<file path="src/rtl/mem_page_unit.sv">
module mem_page_unit #(
  parameter int ADDR_W    = 16,
  parameter int OFF_W     = 14,
  parameter int PAGE_W    = 8,
  parameter int ROM_PAGES = 2,
  parameter int RAM_PAGES = 4,
  parameter int VREG_W    = 4,
  parameter logic [7:0] PAGE_PORT = 8'hB0,
  parameter logic [7:0] VID_PORT  = 8'h80
) (
  input  logic                      clk,
  input  logic                      rst_n,
  input  logic [ADDR_W-1:0]         cpu_addr,
  input  logic [PAGE_W-1:0]         cpu_wdata,
  input  logic                      mem_rd,
  input  logic                      mem_wr,
  input  logic                      io_rd,
  input  logic                      io_wr,
  output logic [PAGE_W+OFF_W-1:0]   phys_addr,
  output logic                      rom_cs,
  output logic                      ram_cs,
  output logic                      ram_we,
  output logic                      bus_ff,
  output logic                      io_hit,
  output logic [PAGE_W-1:0]         io_rdata,
  output logic                      vid_wr,
  output logic [VREG_W-1:0]         vid_reg
);
  localparam int SLOT_W = ADDR_W - OFF_W;
  localparam int NSLOT  = 1 << SLOT_W;
  localparam logic [PAGE_W-1:0] ROM_LIM = PAGE_W'(ROM_PAGES);
  localparam logic [PAGE_W-1:0] RAM_LO  = PAGE_W'((1 << PAGE_W) - RAM_PAGES);

  logic [PAGE_W-1:0] page_q [NSLOT];
  logic [7:0]        port;
  logic [SLOT_W-1:0] port_slot, mem_slot;
  logic              page_port, page_wr;
  logic [PAGE_W-1:0] cur_page;
  logic              is_rom, is_ram, is_open, mem_acc;

  assign port      = cpu_addr[7:0];
  assign port_slot = port[SLOT_W-1:0];
  assign page_port = port[7:SLOT_W] == PAGE_PORT[7:SLOT_W];
  assign page_wr   = io_wr & page_port;

  for (genvar s = 0; s < NSLOT; s++) begin : g_slot
    always_ff @(posedge clk) begin
      if (!rst_n)
        page_q[s] <= '0;
      else if (page_wr && port_slot == SLOT_W'(s))
        page_q[s] <= cpu_wdata;
    end
  end

  assign mem_slot  = cpu_addr[ADDR_W-1:OFF_W];
  assign cur_page  = page_q[mem_slot];
  assign phys_addr = {cur_page, cpu_addr[OFF_W-1:0]};

  assign is_rom  = cur_page < ROM_LIM;
  assign is_ram  = cur_page >= RAM_LO;
  assign is_open = !is_rom && !is_ram;
  assign mem_acc = mem_rd | mem_wr;

  assign rom_cs = mem_rd  & is_rom;
  assign ram_cs = mem_acc & is_ram;
  assign ram_we = mem_wr  & is_ram;
  assign bus_ff = mem_rd  & is_open;

  assign io_hit   = io_rd & page_port;
  assign io_rdata = io_hit ? page_q[port_slot] : '1;

  assign vid_wr  = io_wr & (port[7:VREG_W] == VID_PORT[7:VREG_W]);
  assign vid_reg = port[VREG_W-1:0];


  sel_onehot_chk: assert property (@(posedge clk) disable iff (!rst_n)
    $onehot0({rom_cs, ram_cs, bus_ff}));


  we_needs_ram_chk: assert property (@(posedge clk) disable iff (!rst_n)
    ram_we |-> ram_cs && mem_wr);


  rom_read_only_chk: assert property (@(posedge clk) disable iff (!rst_n)
    rom_cs |-> mem_rd && !ram_we);


  vid_needs_io_chk: assert property (@(posedge clk) disable iff (!rst_n)
    vid_wr |-> io_wr && !ram_we && !rom_cs);


  page_load_chk: assert property (@(posedge clk) disable iff (!rst_n)
    page_wr |=> page_q[$past(port_slot)] == $past(cpu_wdata));


  idle_quiet_chk: assert property (@(posedge clk) disable iff (!rst_n)
    !(mem_rd || mem_wr) |-> !(rom_cs || ram_cs || ram_we || bus_ff));
endmodule

</file>
<file path="config.mk">
export PLATFORM = sky130hd
export DESIGN_NAME = mem_page_unit
export DESIGN_NICKNAME = d
export VERILOG_FILES = /design/src/rtl/mem_page_unit.sv
export SDC_FILE = /design/constraint.sdc
export NUM_CORES = 1
export LEC_CHECK = 0
export BUFFER_PORTS_ARGS = -buffer_cell sky130_fd_sc_hd__buf_2
export CORE_MARGIN = 2
export CORE_UTILIZATION = 51
export CTS_BUF_LIST = sky130_fd_sc_hd__clkbuf_2
export DETAILED_ROUTE_END_ITERATION = 12
export GPL_TIMING_DRIVEN = 0
export PLACE_DENSITY = 0.82
export SLEW_MARGIN = 20
export SYNTH_ARGS = -nofsm -noshare
export SYNTH_HDL_FRONTEND = slang
export SYNTH_SLANG_ARGS = --single-unit
</file>
<file path="constraint.sdc">
create_clock -name clk -period 2.54 [get_ports clk]
set_input_delay 0.127 -clock clk [delete_from_list [all_inputs] [get_ports clk]]
set_output_delay 0.127 -clock clk [all_outputs]
set_load 0.005 [all_outputs]
</file>
# Word-level counts from Yosys, hierarchy flattened
# Memories as Yosys holds them, arrays and structs flattened.
# Cells that the tools add are included.
# classes
n_reduce_logical	8
magnitude_cmp	2
n_mux	18
n_bitwise	12
n_eq_ne	5
# op_table
op	n
$mux 8	5
$mux 1	13
$ge 8x8->1 const B	1
$lt 8x2->1 const B	1
$and 1x1->1	7
$eq 6x6->1 const B	1
$logic_and 1x1->1	5
$or 1x1->1	5
$eq 2x2->1 const B	2
$eq 4x4->1 const B	1
$eq 2x1->1 const B	1
$logic_not 1->1	2
$logic_not 2->1	1
# word_totals
ramBits	32
register_bits	0
word_cells	46
out_inout_bits	40
inputBits	30
n_memories	1
# mem_list
memory	depth	width	read_ports	rd_ports_with_merged_regs	wr	line	rtl
page_q	4	8	2	0	4	34	logic [PAGE_W-1:0] page_q [NSLOT];

# Depth between registers and ports, before layout
# Gate-level depths: netlist of the first run.
# depth
word_depth	7
depth_mapped	5
depth_no_buf	4

# Least setup slack after synthesis of the first run
# No wires, ideal clock.
# synth_timing
path_type	input to register
startpoint	input port cpu_addr[3]
endpoint	memory page_q[0][0] (enable)
arrival_time_ps	1459
n_path_buf	0
required_ps	2153
setup_time_ps	387
path_slack_ps	695
cell_stages	4
cell_sequence	or2_2 > nor3_1 > nand2_1 > o31ai_1
# synth_lines
element	line	rtl
start, declared	13	input logic [ADDR_W-1:0] cpu_addr,
end, declared	34	

==> results.sh, run 1 <==
export IMPL_synth_warnings=0
export IMPL_switching_share=0.2351
export IMPL_dr_wl_met2_microns=2279
export IMPL_slowest_delay_ps=550
export IMPL_yosysSeqAreaShare=0.5000
export IMPL_first_iter_violations=69
export IMPL_p_total_mw=1.130
export IMPL_crit_cells=5
export IMPL_reg_top3="page_q (32)"
export IMPL_hold_slack_ps=45.77
export IMPL_status="finished clean"
export IMPL_worstPathCellList="mux4_2, or4_4, nor4_4, and2_1, buf_2"
export IMPL_clk_pin_slew_ps=170
export IMPL_fmax_mhz=412.8
export IMPL_holdCritPathClass="in2reg"
export IMPL_clockBufferDepth=2
export IMPL_setup_violations=0
export IMPL_power_density_nw_per_um2=477.5
export IMPL_cts_buffers=5
export IMPL_design_core_area_sq_um=3633
export IMPL_worstSetupStartpoint="page_q[3][2]"
export IMPL_grt_pass1_wl_microns=6630
export IMPL_top_layer="met4"
export IMPL_wire_per_inst_microns=16.65
export IMPL_p_switching_mw=0.2657
export IMPL_synthFlopType="edfxtp_1"
export IMPL_fin_cells=257
export IMPL_p_clk_frac=0.295
export IMPL_wl_met3_microns=345
export IMPL_cp_slowest_cell="or4_4"
export IMPL_sequentialPowerShare=0.549
export IMPL_synth_cells=140
export IMPL_period_minus_slack_ps=2423
export IMPL_finalNetCount=238
export IMPL_vias_per_cell=5.486
export IMPL_rows=22
export IMPL_largest_reg_flops=32
export IMPL_antenna_found_initial=0
export IMPL_die_w_microns=65.39
export IMPL_synthesis_area_sq_um=1922
export IMPL_multiInputGateArea_sq_um=817.0
export IMPL_ys_types=23
export IMPL_grt_total_usage=0.2152
export IMPL_start_util=0.5289
export IMPL_vias=1410
export IMPL_vdd_drop_max_uv=291.7
export IMPL_register_area_sq_um=960.9
export IMPL_period_share=0.9538
export IMPL_slew_violations=0
export IMPL_clockRootBuffer="clkbuf_2"
export IMPL_io_pins=70
export IMPL_rsz0062_at_grt="no"
export IMPL_cts_sinks=32
export IMPL_relSlewSlack=0.3755
export IMPL_antenna_cells=0
export IMPL_die_area_sq_um=4275
export IMPL_p_comb_frac=0.156
export IMPL_hold_violations=0
export IMPL_grt_max_degree=11
export IMPL_grt_pass1_vias=1424
export IMPL_drive_gt1_frac=0.5263
export IMPL_syn_nets=170
export IMPL_synth_top_cell_area_share=0.5000
export IMPL_synth_area_leaders="edfxtp_1 (50%), mux4_2 (13%), and2_1 (11%)"
export IMPL_crit_path_end="rom_cs"
export IMPL_worstPathMaxFanout=3
export IMPL_dpl_hpwl_microns=3202
export IMPL_place_port_buffers=61
export IMPL_drv_cap=0
export IMPL_place_congestion=0.7677
export IMPL_cp_arrival_ps=2300
export IMPL_synth_edff_count=32
export IMPL_ant_nets=0
export IMPL_gr_total_overflow=0
export IMPL_internal_power_mw=0.8646
export IMPL_critPathTopFamily="simple AND/OR/NAND/NOR gates"
export IMPL_tns_ps=0
export IMPL_async_reset_ff_frac=0
export IMPL_area_growth_pct=23.18
export IMPL_routed_wl_microns=4278
export IMPL_top_register="page_q"
export IMPL_crit_path_start_kind="flop"
export IMPL_wl_met1_microns=1532
export IMPL_criticalPathCategory="reg2out"
export IMPL_critical_path_endpoint_type="output pin"
export IMPL_power_leakage_nw=0.9581
export IMPL_crit_buf_inv=1
export IMPL_tightest_slew_ps=930.5
export IMPL_drc_errors=0
export IMPL_tritoncts="yes"
export IMPL_place_inst=249
export IMPL_yosysTopAreaCell="edfxtp_1"
export IMPL_crit_required_ps=2410
export IMPL_syn_avg_cell_area_sq_um=13.73
export IMPL_ys_ff_latch=32
export IMPL_nFillCells=286
export IMPL_dr_pass1_iters=4
export IMPL_die_h_microns=65.39
export IMPL_cts_max_level=2
-- power by group through the flow --
stage | clock network (mW) | registers, mW | logic, mW
finish | 0.334 | 0.620 | 0.176
global route | 0.349 | 0.624 | 0.191
CTS | 0.331 | 0.620 | 0.174
detailed placement | 0 | 0.632 | 0.174
global placement | 0 | 0.629 | 0.170
floorplan | 0 | 0.625 | 0.103
-- metal layers --
layer / vias to the layer above / track usage
met5: - / 0
met4: 0 / 0.1146
met3: 14 / 0.04623
met2: 76 / 0.3941
met1: 677 / 0.2298
li1: 643 / -
-- cells in the mapped netlist (2+ instances only) --
| library cell | instances |
|---|---|
| edfxtp_1 | 32 |
| mux4_1 | 5 |
| or2_2 | 9 |
| clkbuf_1 | 2 |
| nand2b_1 | 3 |
| or4_1 | 2 |
| o21ai_0 | 3 |
| and2_1 | 34 |
| nor2_1 | 4 |
| mux4_2 | 11 |
| nand2_1 | 6 |
| buf_4 | 18 |
-- final cells by class --
type | count | share of cell area
inverter | 1 | 0.001586
multi-input combinational | 85 | 0.3451
sequential | 32 | 0.4059
clock inverter | 3 | 0.01586
buffer | 22 | 0.06660
tap | 48 | 0.02537
timing repair buffer | 61 | 0.1290
clock buffer | 5 | 0.01057
-- repair_timing --
item / in CTS / in global routing
hold buffers: 0 / 0
buffers inserted: 0 / 0
resized for setup: 0 / 2
setup endpoints to repair: 0 / 2
-- layout by cell type (no fill, tap or decap) --
cell type | synthesis | final
buf_2 | 0 | 61
and2_1 | 34 | 34
edfxtp_1 | 32 | 32
buf_4 | 18 | 18
mux4_2 | 11 | 11
or2_2 | 9 | 9
nand2_1 | 6 | 6
mux4_1 | 5 | 5
clkbuf_2 | 0 | 5
nor2_1 | 4 | 4
nand2b_1 | 3 | 3
o21ai_1 | 0 | 3
clkbuf_1 | 2 | 2
clkinv_1 | 0 | 2
buf_6 | 1 | 1
nor3_1 | 1 | 1
inv_1 | 1 | 1
buf_1 | 1 | 1
or4_4 | 0 | 1
nor4_4 | 0 | 1
nand4_1 | 1 | 1
o21a_1 | 1 | 1
nor3b_1 | 1 | 1
nor4b_1 | 1 | 1
o31ai_2 | 0 | 1
or4_1 | 2 | 1
nor3_2 | 1 | 1
bufinv_16 | 0 | 1
-- cell families after synthesis --
group           synth area share
compound gates           0.01563
flops                     0.5000
mux                       0.1973
simple gates              0.2031
buf+inv                  0.08398
-- stage by stage --
step,utilization,worst slack [ps],instance area (sq um)
finish,0.6515,117.3,2367
global route,0.6515,10.42,2367
CTS,0.6481,38.19,2355
detailed placement,0.6309,334.9,2292
global placement,0.6295,49.13,2287
floorplan,-,694.6,1922
-- worst min-delay path by stage --
stage,startpoint,to,slack (ps),depth (start not counted)
5_1_grt,cpu_wdata[6],page_q[2][6],50,2
4_1_cts,cpu_wdata[4],page_q[1][4],40,2
2_1_floorplan,cpu_addr[5],vid_wr,290,1
3_3_place_gp,cpu_addr[8],phys_addr[8],420,2
6_report,cpu_wdata[4],page_q[1][4],50,2
3_5_place_dp,cpu_addr[13],phys_addr[13],420,2
Power figures use the tool's default switching activity.
==> run 2, diff against run 1 <==
==> constraint.sdc (replaced) <==
create_clock -name clk -period 2.54 [get_ports clk]
set_input_delay 0.508 -clock clk [delete_from_list [all_inputs] [get_ports clk]]
set_output_delay 0.508 -clock clk [all_outputs]
set_load 0.005 [all_outputs]
==> run 2 against run 1 <==
The flow now finishes with violations (negative setup slack); total power up 0.65%; routed wire length is 0.65% higher; die area did not move; flip-flop and latch count stayed put; combinational power rose by 5%; critical path type unchanged; critical endpoint unchanged; largest power group unchanged; highest routed layer unchanged.
==> results.sh, run 2 (synthesis gave the netlist of run 1 again) <==
export IMPL_reg_top3="page_q (32)"
export IMPL_dp_slack_ps=-285.4
export IMPL_switching_share=0.2361
export IMPL_cp_slowest_cell="or4_4"
export IMPL_rsz0062_at_grt="yes"
export IMPL_crit_required_ps=2030
export IMPL_grt_pass1_wl_microns=6762
export IMPL_internal_power_mw=0.8691
export IMPL_hold_slack_ps=421.3
export IMPL_critPathTopFamily="simple AND/OR/NAND/NOR gates"
export IMPL_antenna_cells=0
export IMPL_critical_path_endpoint_type="output pin"
export IMPL_place_port_buffers=61
export IMPL_period_minus_slack_ps=2836
export IMPL_clk_pin_slew_ps=170
export IMPL_tritoncts="yes"
export IMPL_tightest_slew_ps=910.2
export IMPL_io_pins=70
export IMPL_p_switching_mw=0.2686
export IMPL_ant_nets=0
export IMPL_min_to="page_q[1][4]"
export IMPL_dpl_hpwl_microns=3202
export IMPL_period_share=1.117
export IMPL_vdd_drop_max_uv=309.7
export IMPL_hold_violations=0
export IMPL_worstPathCellList="mux4_2, or4_4, nor4_4, and2_1, buf_2"
export IMPL_drc_errors=0
export IMPL_holdCritPathClass="in2reg"
export IMPL_clockBufferDepth=2
export IMPL_gr_total_overflow=0
export IMPL_p_comb_frac=0.162
export IMPL_vias=1399
export IMPL_cp_arrival_ps=2330
export IMPL_status="complete, but fails checks"
export IMPL_wire_per_inst_microns=16.63
export IMPL_relSlewSlack=0.3891
export IMPL_criticalPathCategory="reg2out"
export IMPL_drv_cap=0
export IMPL_p_clk_frac=0.293
export IMPL_slowest_delay_ps=570
export IMPL_grt_pass1_vias=1447
export IMPL_finalNetCount=240
export IMPL_vias_per_cell=5.402
export IMPL_clockRootBuffer="clkbuf_2"
export IMPL_design_core_area_sq_um=3633
export IMPL_cts_hold_buf=0
export IMPL_top_register="page_q"
export IMPL_sequentialPowerShare=0.545
export IMPL_hold_path_startpoint="cpu_wdata[4]"
export IMPL_crit_buf_inv=1
export IMPL_fmax_mhz=352.6
export IMPL_grt_max_degree=11
export IMPL_die_w_microns=65.39
export IMPL_dr_pass1_iters=4
export IMPL_largest_reg_flops=32
export IMPL_hold_path_depth=2
export IMPL_rows=22
export IMPL_area_growth_pct=24.28
export IMPL_violations="negative setup slack"
export IMPL_place_congestion=0.7677
export IMPL_grt_total_usage=0.2203
export IMPL_routed_wl_microns=4306
export IMPL_crit_path_start_kind="flop"
export IMPL_slew_violations=0
export IMPL_layout_setup_ws_ps=-296.2
export IMPL_cts_buffers=5
export IMPL_die_area_sq_um=4275
export IMPL_die_h_microns=65.39
export IMPL_drive_gt1_frac=0.5403
export IMPL_worstPathMaxFanout=2
export IMPL_power_density_nw_per_um2=476.3
export IMPL_antenna_found_initial=0
export IMPL_power_leakage_nw=0.9719
export IMPL_mostFrequentLayoutCell="buf_2"
export IMPL_start_util=0.5289
export IMPL_cts_max_level=2
export IMPL_setup_violations=2
export IMPL_final_cell_mix="buf_2 (61), and2_1 (34), edfxtp_1 (32), buf_4 (20), mux4_2 (11)"
export IMPL_cts_sinks=32
export IMPL_first_iter_violations=61
[run 2: cell count changes in the layout (fill, tap and decap cells not counted), sizes merged]
cell,previous run,this run
buf,81,83
[run 2: power groups by stage]
stage / logic, mW / clock network (mW) / registers, mW
after floorplan: 0.103 / 0 / 0.625
after global placement: 0.170 / 0 / 0.629
after CTS: 0.183 / 0.331 / 0.620
after global routing: 0.198 / 0.353 / 0.624
after detailed placement: 0.174 / 0 / 0.632
final: 0.184 / 0.334 / 0.620
[run 2: metal layers]
layer / vias up / share of wire / routed length, microns / GRT usage
met5: - / 0 / 0 / 0
li1: 645 / - / - / -
met1: 678 / 0.36 / 1549 / 0.2365
met4: 0 / 0.028 / 119 / 0.1120
met2: 62 / 0.55 / 2368 / 0.4107
met3: 14 / 0.062 / 268 / 0.03938
[run 2: repair_timing]
item / CTS / global route
setup endpoints to repair: 7 / 6
buffers inserted: 2 / 0
resized for setup: 3 / 3
pin swaps: 1 / 0
hold endpoints to repair: 0 / 0
[run 2: worst max-delay path by stage]
stage,from,endpoint,slack [ps],depth (start not counted)
2_1_floorplan,cpu_addr[14],rom_cs,10,5
3_3_place_gp,cpu_addr[0],page_q[3][6],-330,4
3_5_place_dp,cpu_addr[15],rom_cs,-290,6
4_1_cts,page_q[3][4],rom_cs,-270,5
5_1_grt,page_q[3][2],rom_cs,-350,5
6_report,page_q[3][4],rom_cs,-300,5
[run 2: layout make-up]
cell class | count | area, sq um
flip-flops and latches | 32 | 960.9
multi-input cells | 85 | 819.5
fillers | 283 | 1245
well taps | 48 | 60.06
inverters | 1 | 3.754
plain buffers | 22 | 161.4
repair buffers | 63 | 320.3
clock inverters | 3 | 37.54
clock buffers | 5 | 25.02
[run 2: metrics by stage]
stage	std cells	total power, mW	instance area (sq um)	util	setup TNS, ps
2_1_floorplan	140	0.7276	1922	-	0
3_3_place_gp	249	0.7988	2287	0.6295	-9904
3_5_place_dp	249	0.8058	2292	0.6309	-1936
4_1_cts	259	1.134	2384	0.6560	-512.6
5_1_grt	259	1.174	2389	0.6574	-680.8
6_report	259	1.138	2389	0.6574	-569.9
==> run 3, diff against run 2 <==
--- a/config.mk
+++ b/config.mk
@@ -12,6 +12,7 @@
 export DETAILED_ROUTE_END_ITERATION = 12
 export GPL_TIMING_DRIVEN = 0
 export PLACE_DENSITY = 0.82
+export SETUP_SLACK_MARGIN = 0.4
 export SLEW_MARGIN = 20
 export SYNTH_ARGS = -nofsm -noshare
 export SYNTH_HDL_FRONTEND = slang
==> run 3 against run 2 <==
Critical path depth stayed put; maximum frequency is 1.3% higher; total power is 2.4% higher; first-iteration DRC count is 18% lower; routed wire length is 8.2% higher; the run still ends with negative setup slack left; design area is 7.0% higher; flip-flop and latch count stayed put; combinational power is 12% higher; setup slack better by 36 ps; sequential power hardly changed; critical endpoint unchanged.
==> results.sh, run 3 (synthesis gave the netlist of run 1 again) <==
export IMPL_vias_per_cell=5.490
export IMPL_status="complete, but fails checks"
export IMPL_dp_slack_ps=-282.5
export IMPL_gr_total_overflow=0
export IMPL_final_cell_mix="buf_2 (50), and2_1 (34), edfxtp_1 (32), buf_4 (21), mux4_2 (14)"
export IMPL_place_port_buffers=61
export IMPL_io_pins=70
export IMPL_fmax_mhz=357.1
export IMPL_cp_arrival_ps=2290
export IMPL_rows=22
export IMPL_cts_buffers=5
export IMPL_clk_pin_slew_ps=170
export IMPL_die_area_sq_um=4275
export IMPL_grt_pass1_wl_microns=7010
export IMPL_antenna_cells=0
export IMPL_rsz0062_at_grt="yes"
export IMPL_crit_required_ps=2030
export IMPL_wire_per_inst_microns=17.86
export IMPL_grt_max_degree=11
export IMPL_finalNetCount=242
export IMPL_hold_path_depth=2
export IMPL_drive_gt1_frac=0.5915
export IMPL_layout_setup_ws_ps=-260.2
export IMPL_largest_reg_flops=32
export IMPL_top_register="page_q"
export IMPL_dr_pass1_iters=4
export IMPL_power_density_nw_per_um2=456.1
export IMPL_postLayoutCoreUtil=0.7032
export IMPL_vias=1433
export IMPL_area_growth_pct=32.94
export IMPL_criticalPathCategory="reg2out"
export IMPL_drv_cap=0
export IMPL_critical_path_endpoint_type="output pin"
export IMPL_routed_wl_microns=4661
export IMPL_mostFrequentLayoutCell="buf_2"
export IMPL_slew_violations=0
export IMPL_drc_errors=0
export IMPL_grt_total_usage=0.2329
export IMPL_slowest_delay_ps=560
export IMPL_holdCritPathClass="in2reg"
export IMPL_dpl_hpwl_microns=3255
export IMPL_tightest_slew_ps=907.6
export IMPL_cp_slowest_cell="or4_4"
export IMPL_cts_max_level=2
export IMPL_worstPathCellList="mux4_2, or4_4, nor4_4, and2_1, buf_2"
export IMPL_die_w_microns=65.39
export IMPL_violations="negative setup slack"
export IMPL_place_congestion=0.7707
export IMPL_cts_sinks=32
export IMPL_clockBufferDepth=2
export IMPL_period_share=1.102
export IMPL_reg_top3="page_q (32)"
export IMPL_period_minus_slack_ps=2800
export IMPL_setup_violations=2
export IMPL_crit_path_start_kind="flop"
export IMPL_start_util=0.5289
export IMPL_hold_slack_ps=422.1
export IMPL_cts_hold_buf=0
export IMPL_design_core_area_sq_um=3633
export IMPL_hold_violations=0
export IMPL_antenna_found_initial=0
export IMPL_die_h_microns=65.39
export IMPL_first_iter_violations=50
export IMPL_worstPathMaxFanout=3
export IMPL_clockRootBuffer="clkbuf_2"
export IMPL_relSlewSlack=0.3909
export IMPL_tritoncts="yes"
export IMPL_vdd_drop_max_uv=244.8
export IMPL_grt_pass1_vias=1427
export IMPL_ant_nets=0
export IMPL_power_leakage_nw=1.061
## run 3: what timing repair did
item                       CTS  global route
cloned                       1             0
hold endpoints to repair     0             0
gates resized for setup     33            10
setup buffers                2             1
pin swaps                    5             4
setup endpoints to repair   13            16
## run 3: power breakdown
| group | switching, mW | internal (mW) |
|---|---|---|
| combinational | 0.0889 | 0.117 |
| clock | 0.170 | 0.170 |
| sequential | 0.0135 | 0.606 |
| total | 0.272 | 0.893 |
## run 3: path summary, 6_finish.rpt
| check | start | endpoint | slack (ps) |
|---|---|---|---|
| max | page_q[3][2] | rom_cs | -260 |
| min | cpu_wdata[0] | page_q[2][0] | 420 |
## run 3: stage by stage
| stage | area (sq um) | total power, mW | TNS, ps | instances |
|---|---|---|---|---|
| after floorplan | 1937 | 0.7301 | 0 | 140 |
| after global placement | 2302 | 0.7988 | -457.5 | 249 |
| after detailed placement | 2302 | 0.8079 | -538.3 | 249 |
| after CTS | 2526 | 1.156 | -479.8 | 260 |
| after global routing | 2555 | 1.209 | -720.9 | 261 |
| final | 2555 | 1.165 | -487.4 | 261 |
## run 3: area by class of cell
class / count / area (sq um)
multi-input cells: 86 / 863.3
plain buffers: 22 / 192.7
repair buffers: 64 / 409.1
fillers: 259 / 1079
inverters: 1 / 3.754
well taps: 48 / 60.06
clock inverters: 2 / 35.03
flip-flops and latches: 32 / 960.9
clock buffers: 6 / 30.03
## run 3: routing by layer
metal  global-route usage  wire (microns)  vias up
met5                    0               0        -
met4              0.06250              38        0
met3              0.08562             424        6
met2               0.4452            2644       78
met1               0.2349            1553      698
li1                     -               -      651
## run 3: worst max-delay path: cells and delay by family, from the launching register on
kind	cells	cell delay, ps
simple gates	3	870
mux	1	510
flops	1	420
buf+inv	1	110
